<file path="config.mk">
export PLATFORM = sky130hd
export DESIGN_NAME = dma_eot_engine
export DESIGN_NICKNAME = d
export VERILOG_FILES = /design/src/rtl/dma_eot_pkg.sv /design/src/rtl/dma_eot_sync.sv /design/src/rtl/dma_eot_bytecnt.sv /design/src/rtl/dma_eot_fsm.sv /design/src/rtl/dma_eot_engine.sv
export SDC_FILE = /design/constraint.sdc
export NUM_CORES = 1
export LEC_CHECK = 0
export CELL_PAD_IN_SITES_DETAIL_PLACEMENT = 1
export CELL_PAD_IN_SITES_GLOBAL_PLACEMENT = 1
export CORE_MARGIN = 2
export CORE_UTILIZATION = 42
export CTS_BUF_LIST = sky130_fd_sc_hd__clkbuf_8
export CTS_CLUSTER_DIAMETER = 80
export CTS_CLUSTER_SIZE = 24
export DETAILED_ROUTE_END_ITERATION = 10
export PLACE_DENSITY_LB_ADDON = 0.1
export SYNTH_ARGS = -nofsm -noshare
export SYNTH_HDL_FRONTEND = slang
export SYNTH_HIERARCHICAL = 1
export SYNTH_SLANG_ARGS = --single-unit
</file>
<file path="constraint.sdc">
create_clock -name clk -period 4 [get_ports clk]
set_clock_uncertainty 0.05 [all_clocks]
set_input_delay 1 -clock clk [delete_from_list [all_inputs] [get_ports clk]]
set_output_delay 1 -clock clk [all_outputs]
set_load 0.005 [all_outputs]
</file>
<file path="src/rtl/dma_eot_pkg.sv">
package dma_eot_pkg;

    typedef enum logic [1:0] {
        ST_IDLE = 2'd0,
        ST_REQ  = 2'd1,
        ST_GAP  = 2'd2,
        ST_DONE = 2'd3
    } dma_state_e;

    localparam int unsigned BYTES_PER_WORD = 2;

endpackage

</file>
<file path="src/rtl/dma_eot_sync.sv">
module dma_eot_sync #(
    parameter int unsigned STAGES = 2
) (
    input  logic clk,
    input  logic rst_n,
    input  logic din,
    output logic dout
);
    logic [STAGES-1:0] shift_q, shift_d;

    generate
        if (STAGES > 1) begin : g_multi
            always_comb shift_d = {shift_q[STAGES-2:0], din};
        end else begin : g_single
            always_comb shift_d = din;
        end
    endgenerate

    always_ff @(posedge clk or negedge rst_n) begin
        if (!rst_n) shift_q <= '0;
        else        shift_q <= shift_d;
    end

    assign dout = shift_q[STAGES-1];
endmodule

</file>
<file path="src/rtl/dma_eot_bytecnt.sv">
module dma_eot_bytecnt
    import dma_eot_pkg::*;
#(
    parameter int unsigned CNT_W = 16
) (
    input  logic             clk,
    input  logic             rst_n,
    input  logic             clr,
    input  logic             inc,
    input  logic             cnt_en,
    input  logic [CNT_W-1:0] limit,
    output logic             last_word
);
    localparam int unsigned ACC_W = CNT_W + 1;

    logic [ACC_W-1:0] count_q, count_d, count_nx;

    always_comb begin
        count_nx = count_q + ACC_W'(BYTES_PER_WORD);
        count_d  = count_q;
        if (clr)
            count_d = '0;
        else if (inc && !count_q[ACC_W-1])
            count_d = count_nx;
        last_word = cnt_en && (count_nx >= {1'b0, limit});
    end

    always_ff @(posedge clk or negedge rst_n) begin
        if (!rst_n) count_q <= '0;
        else        count_q <= count_d;
    end

    AST_CNT_STEP: assert property (@(posedge clk) disable iff (!rst_n)
        (inc && !clr && !count_q[ACC_W-1]) |=> (count_q == $past(count_q) + ACC_W'(BYTES_PER_WORD)));

    AST_CNT_CLR: assert property (@(posedge clk) disable iff (!rst_n)
        clr |=> (count_q == '0));
endmodule

</file>
<file path="src/rtl/dma_eot_fsm.sv">
module dma_eot_fsm
    import dma_eot_pkg::*;
#(
    parameter int unsigned BURST_SHORT = 4,
    parameter int unsigned BURST_LONG  = 8
) (
    input  logic clk,
    input  logic rst_n,
    input  logic cfg_en,
    input  logic cfg_burst,
    input  logic cfg_burst8,
    input  logic dack,
    input  logic rd_stb,
    input  logic wr_stb,
    input  logic eot_sync,
    input  logic last_word,
    output logic dreq,
    output logic done,
    output logic accept,
    output logic clr_cnt
);
    localparam int unsigned BEAT_W = (BURST_LONG > 1) ? $clog2(BURST_LONG) : 1;

    typedef struct packed {
        dma_state_e        state;
        logic              en;
        logic [BEAT_W-1:0] beat;
    } fsm_t;

    fsm_t cur_q, nxt_d;
    logic ext_hit, en_rise, beat_last;
    logic [BEAT_W-1:0] beat_max;

    always_comb begin
        if (!cfg_burst)      beat_max = '0;
        else if (cfg_burst8) beat_max = BEAT_W'(BURST_LONG - 1);
        else                 beat_max = BEAT_W'(BURST_SHORT - 1);

        beat_last = (cur_q.beat == beat_max);
        accept    = (cur_q.state == ST_REQ) && dack && (rd_stb ^ wr_stb);
        ext_hit   = eot_sync && dack &&
                    ((cur_q.state == ST_REQ) || (cur_q.state == ST_GAP));
        en_rise   = cfg_en && !cur_q.en;
        clr_cnt   = en_rise;

        nxt_d    = cur_q;
        nxt_d.en = cfg_en;
        if (!cfg_en) begin
            nxt_d.state = ST_IDLE;
            nxt_d.beat  = '0;
        end else if (en_rise) begin
            nxt_d.state = ST_REQ;
            nxt_d.beat  = '0;
        end else begin
            unique case (cur_q.state)
                ST_REQ: begin
                    if (accept) begin
                        if (last_word || ext_hit) begin
                            nxt_d.state = ST_DONE;
                        end else if (beat_last) begin
                            nxt_d.state = ST_GAP;
                            nxt_d.beat  = '0;
                        end else begin
                            nxt_d.beat = cur_q.beat + 1'b1;
                        end
                    end else if (ext_hit) begin
                        nxt_d.state = ST_DONE;
                    end
                end
                ST_GAP:  nxt_d.state = ext_hit ? ST_DONE : ST_REQ;
                ST_DONE: nxt_d.state = ST_DONE;
                default: nxt_d.state = ST_IDLE;
            endcase
        end
    end

    always_ff @(posedge clk or negedge rst_n) begin
        if (!rst_n) begin
            cur_q.state <= ST_IDLE;
            cur_q.en    <= 1'b0;
            cur_q.beat  <= '0;
        end else begin
            cur_q <= nxt_d;
        end
    end

    assign dreq = (cur_q.state == ST_REQ);
    assign done = (cur_q.state == ST_DONE);

    AST_REQ_ON_ENABLE: assert property (@(posedge clk) disable iff (!rst_n)
        $rose(cfg_en) |=> dreq);

    AST_SINGLE_GAP: assert property (@(posedge clk) disable iff (!rst_n)
        (accept && !cfg_burst) |=> !dreq);

    AST_DONE_NO_REQ: assert property (@(posedge clk) disable iff (!rst_n)
        done |-> !dreq);

    AST_DONE_HOLD: assert property (@(posedge clk) disable iff (!rst_n)
        (done && cfg_en) |=> done);

    AST_DISABLE_QUIET: assert property (@(posedge clk) disable iff (!rst_n)
        !cfg_en |=> (!dreq && !done));
endmodule

</file>
<file path="src/rtl/dma_eot_engine.sv">
module dma_eot_engine #(
    parameter int unsigned CNT_W       = 16,
    parameter int unsigned BURST_SHORT = 4,
    parameter int unsigned BURST_LONG  = 8,
    parameter int unsigned SYNC_STAGES = 2
) (
    input  logic             clk,
    input  logic             rst_n,
    input  logic             cfg_en,
    input  logic             cfg_cnt_en,
    input  logic             cfg_burst,
    input  logic             cfg_burst8,
    input  logic [CNT_W-1:0] xfer_bytes,
    input  logic             dack,
    input  logic             rd_stb,
    input  logic             wr_stb,
    input  logic             eot_in,
    output logic             dreq,
    output logic             done,
    output logic             buf_rd,
    output logic             buf_wr
);
    logic eot_sync, last_word, accept, clr_cnt;

    dma_eot_sync #(.STAGES(SYNC_STAGES)) u_sync (
        .clk  (clk),
        .rst_n(rst_n),
        .din  (eot_in),
        .dout (eot_sync)
    );

    dma_eot_bytecnt #(.CNT_W(CNT_W)) u_cnt (
        .clk      (clk),
        .rst_n    (rst_n),
        .clr      (clr_cnt),
        .inc      (accept),
        .cnt_en   (cfg_cnt_en),
        .limit    (xfer_bytes),
        .last_word(last_word)
    );

    dma_eot_fsm #(.BURST_SHORT(BURST_SHORT), .BURST_LONG(BURST_LONG)) u_fsm (
        .clk       (clk),
        .rst_n     (rst_n),
        .cfg_en    (cfg_en),
        .cfg_burst (cfg_burst),
        .cfg_burst8(cfg_burst8),
        .dack      (dack),
        .rd_stb    (rd_stb),
        .wr_stb    (wr_stb),
        .eot_sync  (eot_sync),
        .last_word (last_word),
        .dreq      (dreq),
        .done      (done),
        .accept    (accept),
        .clr_cnt   (clr_cnt)
    );

    assign buf_rd = accept && rd_stb;
    assign buf_wr = accept && wr_stb;

    AST_ONE_DIRECTION: assert property (@(posedge clk) disable iff (!rst_n)
        !(buf_rd && buf_wr));

    AST_MOVE_NEEDS_ACK: assert property (@(posedge clk) disable iff (!rst_n)
        (buf_rd || buf_wr) |-> (dack && dreq));
endmodule

</file>
After elaboration in Yosys (flattened, before gate mapping)
Cells that the tools add are included.

Muxes and demuxes: 18. Magnitude comparators: 1. Bitwise logic cells: 1. Div/mod/pow operators: 0. Shifts and indexed selects: 0. $mul: 0. Reductions and logical operators: 16. Eq/ne operators: 9. Add/subtract/negate cells: 2.

Operators with widths (number): 17-bit two-way mux (2); 3-bit two-way mux (8); 17-bit by 2-bit adder with 17-bit output (second input constant) (1); 17-bit by 16-bit >= comparator with 1-bit output (1); 2-bit two-way mux (7); 1-bit logical AND (9); 3-bit by 1-bit != test with 1-bit output (second input constant) (2); 6-bit by 3-bit != test with 1-bit output (second input constant) (1); 2-bit one-hot mux with 3 select lines (1); 5-bit by 2-bit != test with 1-bit output (second input constant) (1); 2-bit == test (second input constant) (2); 3-bit by 1-bit adder with 3-bit output (second input constant) (1); 3-bit == test (1); 3-bit != test (second input constant) (1); 3-bit AND reduction (1); 2-bit by 1-bit == test with 1-bit output (second input constant) (1); 1-bit zero test (2); 1-bit logical OR (2); 2-bit AND reduction (1); 2-bit nonzero test (1); 1-bit XOR (1).

Bits in writable memories: 0. Memories: 0. Bits in latches: 0. Bits of input ports: 26. Output and inout port bits: 4. Flip-flop bits (word level): 25. Memory bits (read-only): 0. Logic and storage cells: 52.

Longest topological paths before layout
Gate-level depths: netlist of run 1.

Depth after elaboration: 9. Depth in mapped cells: 17. Gate-level depth less buffers: 15.

Hierarchy
Netlist of run 1, hierarchy kept.

Modules (own cells, without submodules): dma_eot_bytecnt (seq. area each 400.4 um^2, instances 1, cells an instance 167, area an instance 1377.6 um^2); dma_eot_fsm (seq. area each 150.1 um^2, instances 1, cells an instance 51, area an instance 490.5 um^2); dma_eot_sync (seq. area each 50.0 um^2, instances 1, cells an instance 2, area an instance 50.0 um^2); dma_eot_engine (seq. area each 0.0 um^2, instances 1, cells an instance 2, area an instance 12.5 um^2).

Least setup slack after synthesis of run 1
No wires, ideal clock.

Path type: register to register. From: register u_cnt.count_q[3]. To: register u_fsm/cur_q[4] in the netlist's numbering. Path slack: 0.383 ns. Setup time: 0.125 ns. Stages on the path, launching flop included: 18. Data arrival time: 3.442 ns. Path buffers: 3. Required time: 3.825 ns. Clock period less this slack: 3.617 ns. Cell sequence: dfrtp_1 > buf_4 > nand3_4 > or4_1 > buf_2 > nor2_1 > xor2_1 > ha_1 > nand3_1 > nor3_1 > or4_1 > o31ai_1 > o41ai_1 > a21oi_1 > and4_1 > buf_2 > a21oi_1 > mux2_4.

Longest elaborated chain between the ends: 9. Elaborated cells on any way between the ends: 11. Those cells by class: add/sub (1); order compare (1); eq/ne (1); mux (5); reduce/logical (3).

RTL lines: start, declared (line dma_eot_bytecnt.sv:16) `logic [ACC_W-1:0] count_q, count_d, count_nx;`; start signal, assigned (line dma_eot_bytecnt.sv:30) `else count_q <= count_d;`; 17-bit by 2-bit adder with 17-bit output (*) (line dma_eot_bytecnt.sv:19) `count_nx = count_q + ACC_W'(BYTES_PER_WORD);`; 17-bit by 16-bit >= comparator with 1-bit output (*) (line dma_eot_bytecnt.sv:25) `last_word = cnt_en && (count_nx >= {1'b0, limit});`; 1-bit logical AND (*) (line dma_eot_bytecnt.sv:25); net last_word (line dma_eot_engine.sv:23) `logic eot_sync, last_word, accept, clr_cnt;`; 1-bit logical OR (*) (line dma_eot_fsm.sv:58) `if (last_word || ext_hit) begin`; 2-bit two-way mux (line dma_eot_fsm.sv:58); 2-bit two-way mux (line dma_eot_fsm.sv:57) `if (accept) begin`; 2-bit one-hot mux with 3 select lines (line dma_eot_fsm.sv:55) `unique case (cur_q.state)`; 2-bit two-way mux (line dma_eot_fsm.sv:51) `end else if (en_rise) begin`; 2-bit two-way mux (line dma_eot_fsm.sv:48) `if (!cfg_en) begin`; end signal, assigned (line dma_eot_fsm.sv:83) `cur_q <= nxt_d;`; end, declared (line dma_eot_fsm.sv:30) `fsm_t cur_q, nxt_d;`.

Mark *: on every way through the listed nets, which the timed path passes. The rest lies on a longest branch. A chain may end at the register's enable or synchronous reset.

Worst setup path after layout of run 1
From: input rd_stb. To: output buf_wr.

Longest elaborated chain between the ends: 3.

RTL lines: start, declared (line dma_eot_engine.sv:15) `input logic rd_stb,`; 1-bit XOR (line dma_eot_fsm.sv:40) `accept = (cur_q.state == ST_REQ) && dack && (rd_stb ^ wr_stb);`; 1-bit logical AND (line dma_eot_fsm.sv:40); net accept (line dma_eot_engine.sv:23); 1-bit logical AND (line dma_eot_engine.sv:60) `assign buf_wr = accept && wr_stb;`; end, declared (line dma_eot_engine.sv:21) `output logic buf_wr`.

The timed path passes the listed nets, and every way through them passes these cells.

==> results by group, run 1 <==
Worst setup path
  • FF-to-FF Start: u_cnt/count_q[10]
  • Crit path DAT: around 2.7 ns
  • Critical R2R Capture: u_fsm/cur_q[0]
  • Reg2reg path depth: 15
  • Critical Path Start: rd_stb
  • CP required: between 2 and 3 ns
  • Critical Path Source Type: input pin
  • Critical path class: input pin to primary output
  • Setup slack, reg-to-reg: roughly 0.24 ns
  • Crit-path max FO: 5
  • Crit path to: buf_wr
  • Worst setup EP type: primary output

Timing
  • Relative slew margins: about three fifths
  • Fin crit share: about 94%
  • RSZ-0062 raised after global routing: no
  • Setup tns final: 0 ns
  • Setup-failing EPs final: 0
  • Fmax: around 0.26 GHz
  • Final Hold Viols: 0
  • WHS: roughly 0.31 ns
  • Period minus WS final: 3.778 ns
  • Worst slew pin tran: between 0.5 and 0.6 ns
  • Slew Viols, Final: 0

Cells and area
  • Layout net count: 310
  • Proportion of layout cells with a drive suffix above 1: around 14%
  • Area delta synth->final: 25.99%
  • # fillers: around 500
  • Register area: between 600 and 700 sq um
  • Post-Layout Cell Count: between 300 and 400
  • Multi-input gate area: between 0.001 and 0.0015 sq mm
  • Final antenna diode count: 0

Global route
  • First-pass GRT wire length: between 7000 and 8000 microns
  • Total track usage: ~20%
  • Largest net degree at the start of global routing: 25
  • Vias in the first global route: about 1,700
  • Initial antenna violation count: 0
  • Grt ovf: 0

Clocking
  • CTS buffer count: 3
  • Clock root cell: clkbuf_8
  • Clk_lat worst skew: between 0.2 and 0.3 ns
  • Clock buffer depth: 2
  • Cts hold-fix bufs: 0
  • TritonCTS clock tree: built
  • # clock sinks: 24
  • Total number of H-tree levels: 1
  • Reg clk slew, reported paths: about 0.09 ns

Floorplanning
  • Die ar.: 0.005155 sq mm
  • Die X: around 72 microns
  • Row count: 24
  • Die Ht: a little over 70 microns
  • Initial Utilization: between 40% and 50%
  • I/O Pins: 30
  • Core box area: approximately 0.0044 sq mm

Min path
  • Hold WC Path Type: register to register

Logic synthesis
  • Ys flop type: dfrtp_1
  • Post-Syn Nets: around 270
  • Ys async rst share: between 90% and 100%
  • Top cell type by total area after synthesis: dfrtp_1
  • Synth top area share: 31.11%
  • Sequential fraction of the synthesis area: 31.11%
  • Synthesized area per cell: between 8 and 9 sq um
  • Top cells by count, synth: dfrtp_1 (24), inv_1 (24), ha_1 (21), nor2_1 (21)
  • Syn Inst Count: between 200 and 250
  • EDFF count, synth: 0
  • #FFs+latches synth: 24
  • Synth Cell Area: 0.001931 sq mm
  • Synth cell types: 50
  • Yosys warning total: 6
  • Synth area leaders: dfrtp_1 (31%), ha_1 (14%), xnor2_1 (7.3%), inv_1 (4.7%), a21oi_1 (4.1%)

Power and ir drop
  • Pwr Density: roughly 230 mW/mm^2
  • VDD IR-drop max: around 0.19 mV
  • Total Power: 570.5 uW
  • Psw: 139.1 uW
  • Gate power share: about 17%
  • Reg power frac: around 45%
  • Cell leakage power: around 0.0011 uW
  • Clock Power Share: approximately 39%
  • Power Internal: about 430 uW
  • Switching Share: between 20% and 30%

Routing
  • Post-DRT Antenna Nets: 0
  • WL/cell: around 15 microns
  • DR vias/cell: 5.360
  • Iter 0 DRT Violations: 53
  • Vias: 1,683
  • First-pass DRT Iterations: 4
  • Post-Route WL: about 4700 microns
  • Residual DRC: 0

Placement
  • IO buf count: 29
  • Cells after DPL: 306
  • Gpl congestion: around 0.82
  • DPL Wire Length: approximately 3600 microns

Run status
  • Status: finished clean

Job
  • Max-cap violations: 0
[per-layer routing]
| layer | track usage [%] | routed length (microns) | vias up |
|---|---|---|---|
| li1 | - | - | 838 |
| met1 | 28.26 | 2351 | 808 |
| met2 | 30.56 | 2130 | 30 |
| met3 | 2.672 | 128 | 7 |
| met4 | 6.499 | 74 | 0 |
| met5 | 0 | 0 | - |
[power by group through the flow]
stage | clock, uW | sequential [uW] | combinational [uW]
CTS | 224 | 254 | 96.0
floorplan | 0 | 257 | 46.8
global route | 235 | 256 | 106
detailed placement | 0 | 259 | 95.3
finish | 221 | 255 | 94.5
global placement | 0 | 259 | 94.1
[layout make-up]
| type | instances | area share [%] |
|---|---|---|
| Multi-Input combinational cell | 166 | 49.13 |
| Sequential cell | 24 | 25.00 |
| Timing Repair Buffer | 44 | 16.56 |
| Inverter | 24 | 3.704 |
| Tap cell | 52 | 2.675 |
| Clock buffer | 3 | 1.698 |
| Clock inverter | 1 | 1.235 |
[logic make-up (layout without fill, tap and decap cells)]
kind of cell	count (synthesis)	in the layout	synth area share (%)
fa+ha+maj	21	21	13.61
buf+inv	32	72	7.259
compound gates	33	33	10.95
mux	2	2	1.296
simple gates	86	86	24.89
xor+xnor	24	24	10.89
flops	24	24	31.11
[cell usage in the layout (no fill, tap or decap), types with 13 or more instances in the layout]
cell	count
buf_4	15
dfrtp_1	18
nand2_1	15
a21oi_1	16
nand3_1	13
inv_1	24
xnor2_1	16
ha_1	21
clkdlybuf4s50_1	29
nor2_1	21
[metrics by stage]
step | utilization [%] | area, sq um | worst slack (ns)
2_1_floorplan | - | 1931 | 0.3833
3_3_place_gp | 52.88 | 2318 | 0.1119
3_5_place_dp | 52.88 | 2318 | 0.05725
4_1_cts | 54.51 | 2390 | 0.1454
5_1_grt | 55.48 | 2432 | 0.01337
6_report | 55.48 | 2432 | 0.2217
[flip-flops by register name, indices dropped and copies added (netlist names)]
name            flops
u_sync/shift_q      2
u_cnt/count_q      16
u_fsm/cur_q         6
[repair_timing]
action / in CTS / in global routing
setup endpoints to repair: 0 / 4
buffers inserted: 0 / 4
resized for setup: 0 / 7
[how the worst min path moves through the flow]
stage / endpoint / startpoint / slack (ns) / depth (start not counted)
3_5_place_dp: u_sync/shift_q[1] / u_sync/shift_q[0] / 0.29 / 0
4_1_cts: u_sync/shift_q[1] / u_sync/shift_q[0] / 0.31 / 0
2_1_floorplan: u_sync/shift_q[1] / u_sync/shift_q[0] / 0.28 / 0
5_1_grt: u_sync/shift_q[1] / u_sync/shift_q[0] / 0.31 / 0
3_3_place_gp: u_sync/shift_q[1] / u_sync/shift_q[0] / 0.28 / 0
6_report: u_sync/shift_q[1] / u_sync/shift_q[0] / 0.31 / 0
[critical path, cell delays in order]
cell	delay [ns]
clkdlybuf4s50_1	0.49
xor2_1	0.27
nand3_1	0.16
inv_1	0.16
and2_1	0.14
clkdlybuf4s50_1	0.51
Power figures use the tool's default switching activity.
==> inputs of run 2 (changes only) <==
CTS_BUF_LIST = sky130_fd_sc_hd__clkbuf_2   (was sky130_fd_sc_hd__clkbuf_8)
SYNTH_HIERARCHICAL = default   (was 1)
==> results by group, run 2 <==
Floorplanning
  • Die ar.: just over 0.005 sq mm
  • Row count: 24
  • Die X: slightly above 70 microns
  • I/O Pins: 30
  • Core box area: 0.004414 sq mm
  • Initial Utilization: between 40% and 50%
  • Die Ht: about 72 microns

Power and ir drop
  • Switching Share: 36.72%
  • Psw: roughly 240 uW
  • Clock Power Share: 14.6%
  • Reg power frac: ~45%
  • Gate power share: 40.6%
  • VDD IR-drop max: ~0.15 mV
  • Power Internal: 405.4 uW
  • Total Power: between 600 and 700 uW
  • Pwr Density: 273.4 mW/mm^2
  • Cell leakage power: 0.001100 uW

Routing
  • WL/cell: approximately 15 microns
  • Post-DRT Antenna Nets: 0
  • Residual DRC: 0
  • Post-Route WL: between 4000 and 5000 microns
  • First-pass DRT Iterations: 4
  • DR vias/cell: 5.457
  • Iter 0 DRT Violations: 40
  • Vias: ~1,700

Timing
  • Final Hold Viols: 0
  • Period minus WS final: approximately 3.7 ns
  • Relative slew margins: between 60% and 70%
  • Setup-failing EPs final: 0
  • Slew Viols, Final: 0
  • Fmax: between 0.2 and 0.3 GHz
  • RSZ-0062 raised after global routing: no
  • Worst slew pin tran: 0.5685 ns
  • Fin crit share: 91.66%
  • Setup tns final: 0 ns
  • WHS: approximately 0.33 ns

Cells and area
  • Max reg flops: 16
  • Final antenna diode count: 0
  • Layout net count: ~310
  • Final instance area: ~0.0023 sq mm
  • Most common cell after layout, fill and taps aside: nor2_1
  • Area delta synth->final: 20.68%
  • Proportion of layout cells with a drive suffix above 1: under 10%
  • Biggest regs: u_cnt.count_q: 16 flops, u_fsm.cur_q: 6 flops, u_sync.shift_q: 2 flops
  • Post-Layout Cell Count: around 320
  • Commonest cells after routing, fill and taps aside: nor2_1 (30), clkdlybuf4s50_1 (29), dfrtp_1 (24)
  • Top reg by flops: u_cnt.count_q

Logic synthesis
  • Yosys warning total: 0
  • Ys async rst share: 100.0%
  • Sequential fraction of the synthesis area: between 30% and 40%
  • Top cell type by total area after synthesis: dfrtp_1
  • Synth area leaders: dfrtp_1 (31%), ha_1 (14%), xnor2_1 (5.9%), xor2_1 (5.9%), nor2_1 (5.8%)
  • Syn Inst Count: about 230
  • Top cells by count, synth: nor2_1 (30), dfrtp_1 (24), ha_1 (21), nand2_1 (21), inv_1 (20)
  • Ys flop type: dfrtp_1
  • Synthesized area per cell: approximately 8.5 sq um
  • Synth Cell Area: 0.001942 sq mm
  • Post-Syn Nets: ~280
  • Synth cell types: 39
  • Top-count cell post-synth: nor2_1
  • #FFs+latches synth: 24
  • Synth top area share: between 30% and 40%
  • EDFF count, synth: 0

Placement
  • IO buf count: 29
  • Post-DP Area: between 0.002 and 0.0025 sq mm
  • Cells after DPL: 312
  • DPL Wire Length: 3881 microns
  • Gpl congestion: between 0.7 and 0.8

Worst setup path
  • Worst setup EP type: register
  • Critical Path Source Type: register
  • Critical path class: register to register
  • CP required: around 4.2 ns
  • Crit path DAT: between 3 and 4 ns
  • Crit-path max FO: 6

Clocking
  • TritonCTS clock tree: built
  • # clock sinks: 24
  • Clock root cell: clkbuf_2
  • Total number of H-tree levels: 1
  • Reg clk slew, reported paths: approximately 0.23 ns
  • Clock buffer depth: 2
  • Cts hold-fix bufs: 0
  • CTS buffer count: 3
  • Clk_lat worst skew: approximately 0.35 ns

Global route
  • Total track usage: 20.23%
  • Grt ovf: 0
  • First-pass GRT wire length: 8328 microns
  • Largest net degree at the start of global routing: 25
  • Vias in the first global route: 1,835
  • Initial antenna violation count: 0

Min path
  • Hold WC Path Type: register to register

Job
  • Max-cap violations: 0

Run status
  • Status: finished clean
-- run 2: cell types whose count changed after synthesis, moves of 3 or more --
| cell | previous run | this run |
|---|---|---|
| nand3_1 | 13 | 9 |
| a21oi_1 | 16 | 13 |
| nor4_1 | 0 | 5 |
| o21ai_0 | 4 | 9 |
| nand2_1 | 15 | 21 |
| xor2_1 | 8 | 13 |
| inv_1 | 24 | 20 |
| nor2b_1 | 3 | 0 |
| xnor2_1 | 16 | 13 |
| o211ai_1 | 1 | 4 |
| nor2_1 | 21 | 30 |
-- run 2: what timing repair did --
action | CTS | global route
endpoints found under the setup margin | 0 | 2
setup buffers | 0 | 0
resized for setup | 0 | 2
-- run 2: path summary, 6_finish.rpt --
kind / from / end / slack, ns / cells past startpoint
max: u_cnt.count_q[1] / u_fsm.cur_q[5] / 0.33 / 13
min: u_sync.shift_q[0] / u_sync.shift_q[1] / 0.33 / 0
max reg2reg: u_cnt.count_q[1] / u_fsm.cur_q[5] / 0.33 / 13
min reg2reg: u_sync.shift_q[0] / u_sync.shift_q[1] / 0.33 / 0
max in group asynchronous: rst_n / u_cnt.count_q[10] / 2.71 / 2
min in group asynchronous: rst_n / u_cnt.count_q[4] / 0.92 / 2
-- run 2: metal layers --
metal / track usage (%) / vias up / routed length [microns]
met5: 0 / - / 0
met4: 4.193 / 0 / 55
met3: 3.750 / 6 / 116
met2: 38.37 / 18 / 2553
met1: 23.62 / 831 / 2049
li1: - / 864 / -
-- run 2: final cells by class --
cell class              instances  area [sq um]
multi-input cells             183          1267
inverters                      20         75.07
flip-flops and latches         24         600.6
well taps                      52         65.06
repair buffers                 33         320.3
fillers                       548          2071
clock buffers                   3         15.01
-- run 2: logic make-up after synthesis --
| group | Yosys count | synth area share [%] |
|---|---|---|
| AO/OA/AOI/OAI | 36 | 11.40 |
| XOR/XNOR | 27 | 12.56 |
| adder cells (fa/ha/maj) | 21 | 13.53 |
| buffers and inverters | 22 | 4.446 |
| flip-flops | 24 | 30.93 |
| multiplexers | 2 | 1.031 |
| AND/OR/NAND/NOR | 97 | 26.10 |
-- run 2: worst max-delay path, stage by stage, from the launching register on --
cell and delay [ns]:
dfrtp_1 0.49, ha_1 0.24, nand3_1 0.24, nor4_2 0.36, and3_1 0.27, nand3_1 0.11, xnor2_1 0.15, ha_1 0.31
nand3_1 0.13, nor4_2 0.30, o21ai_0 0.16, and4_4 0.22, or4_1 0.50, o211ai_1 0.09
-- run 2: power by group through the flow --
stage | clock, uW | sequential (uW) | combinational, uW
final | 93.5 | 287 | 260
after global routing | 106 | 290 | 295
after CTS | 103 | 287 | 263
after detailed placement | 0 | 292 | 262
after global placement | 0 | 290 | 256
after floorplan | 0 | 285 | 161
-- run 2: through the flow --
stage / worst slack [ns] / util (%)
6_report: 0.3337 / 53.09
5_1_grt: 0.02005 / 53.09
4_1_cts: 0.2057 / 52.81
3_5_place_dp: 0.3029 / 52.47
3_3_place_gp: 0.4548 / 52.47
2_1_floorplan: 0.5885 / -
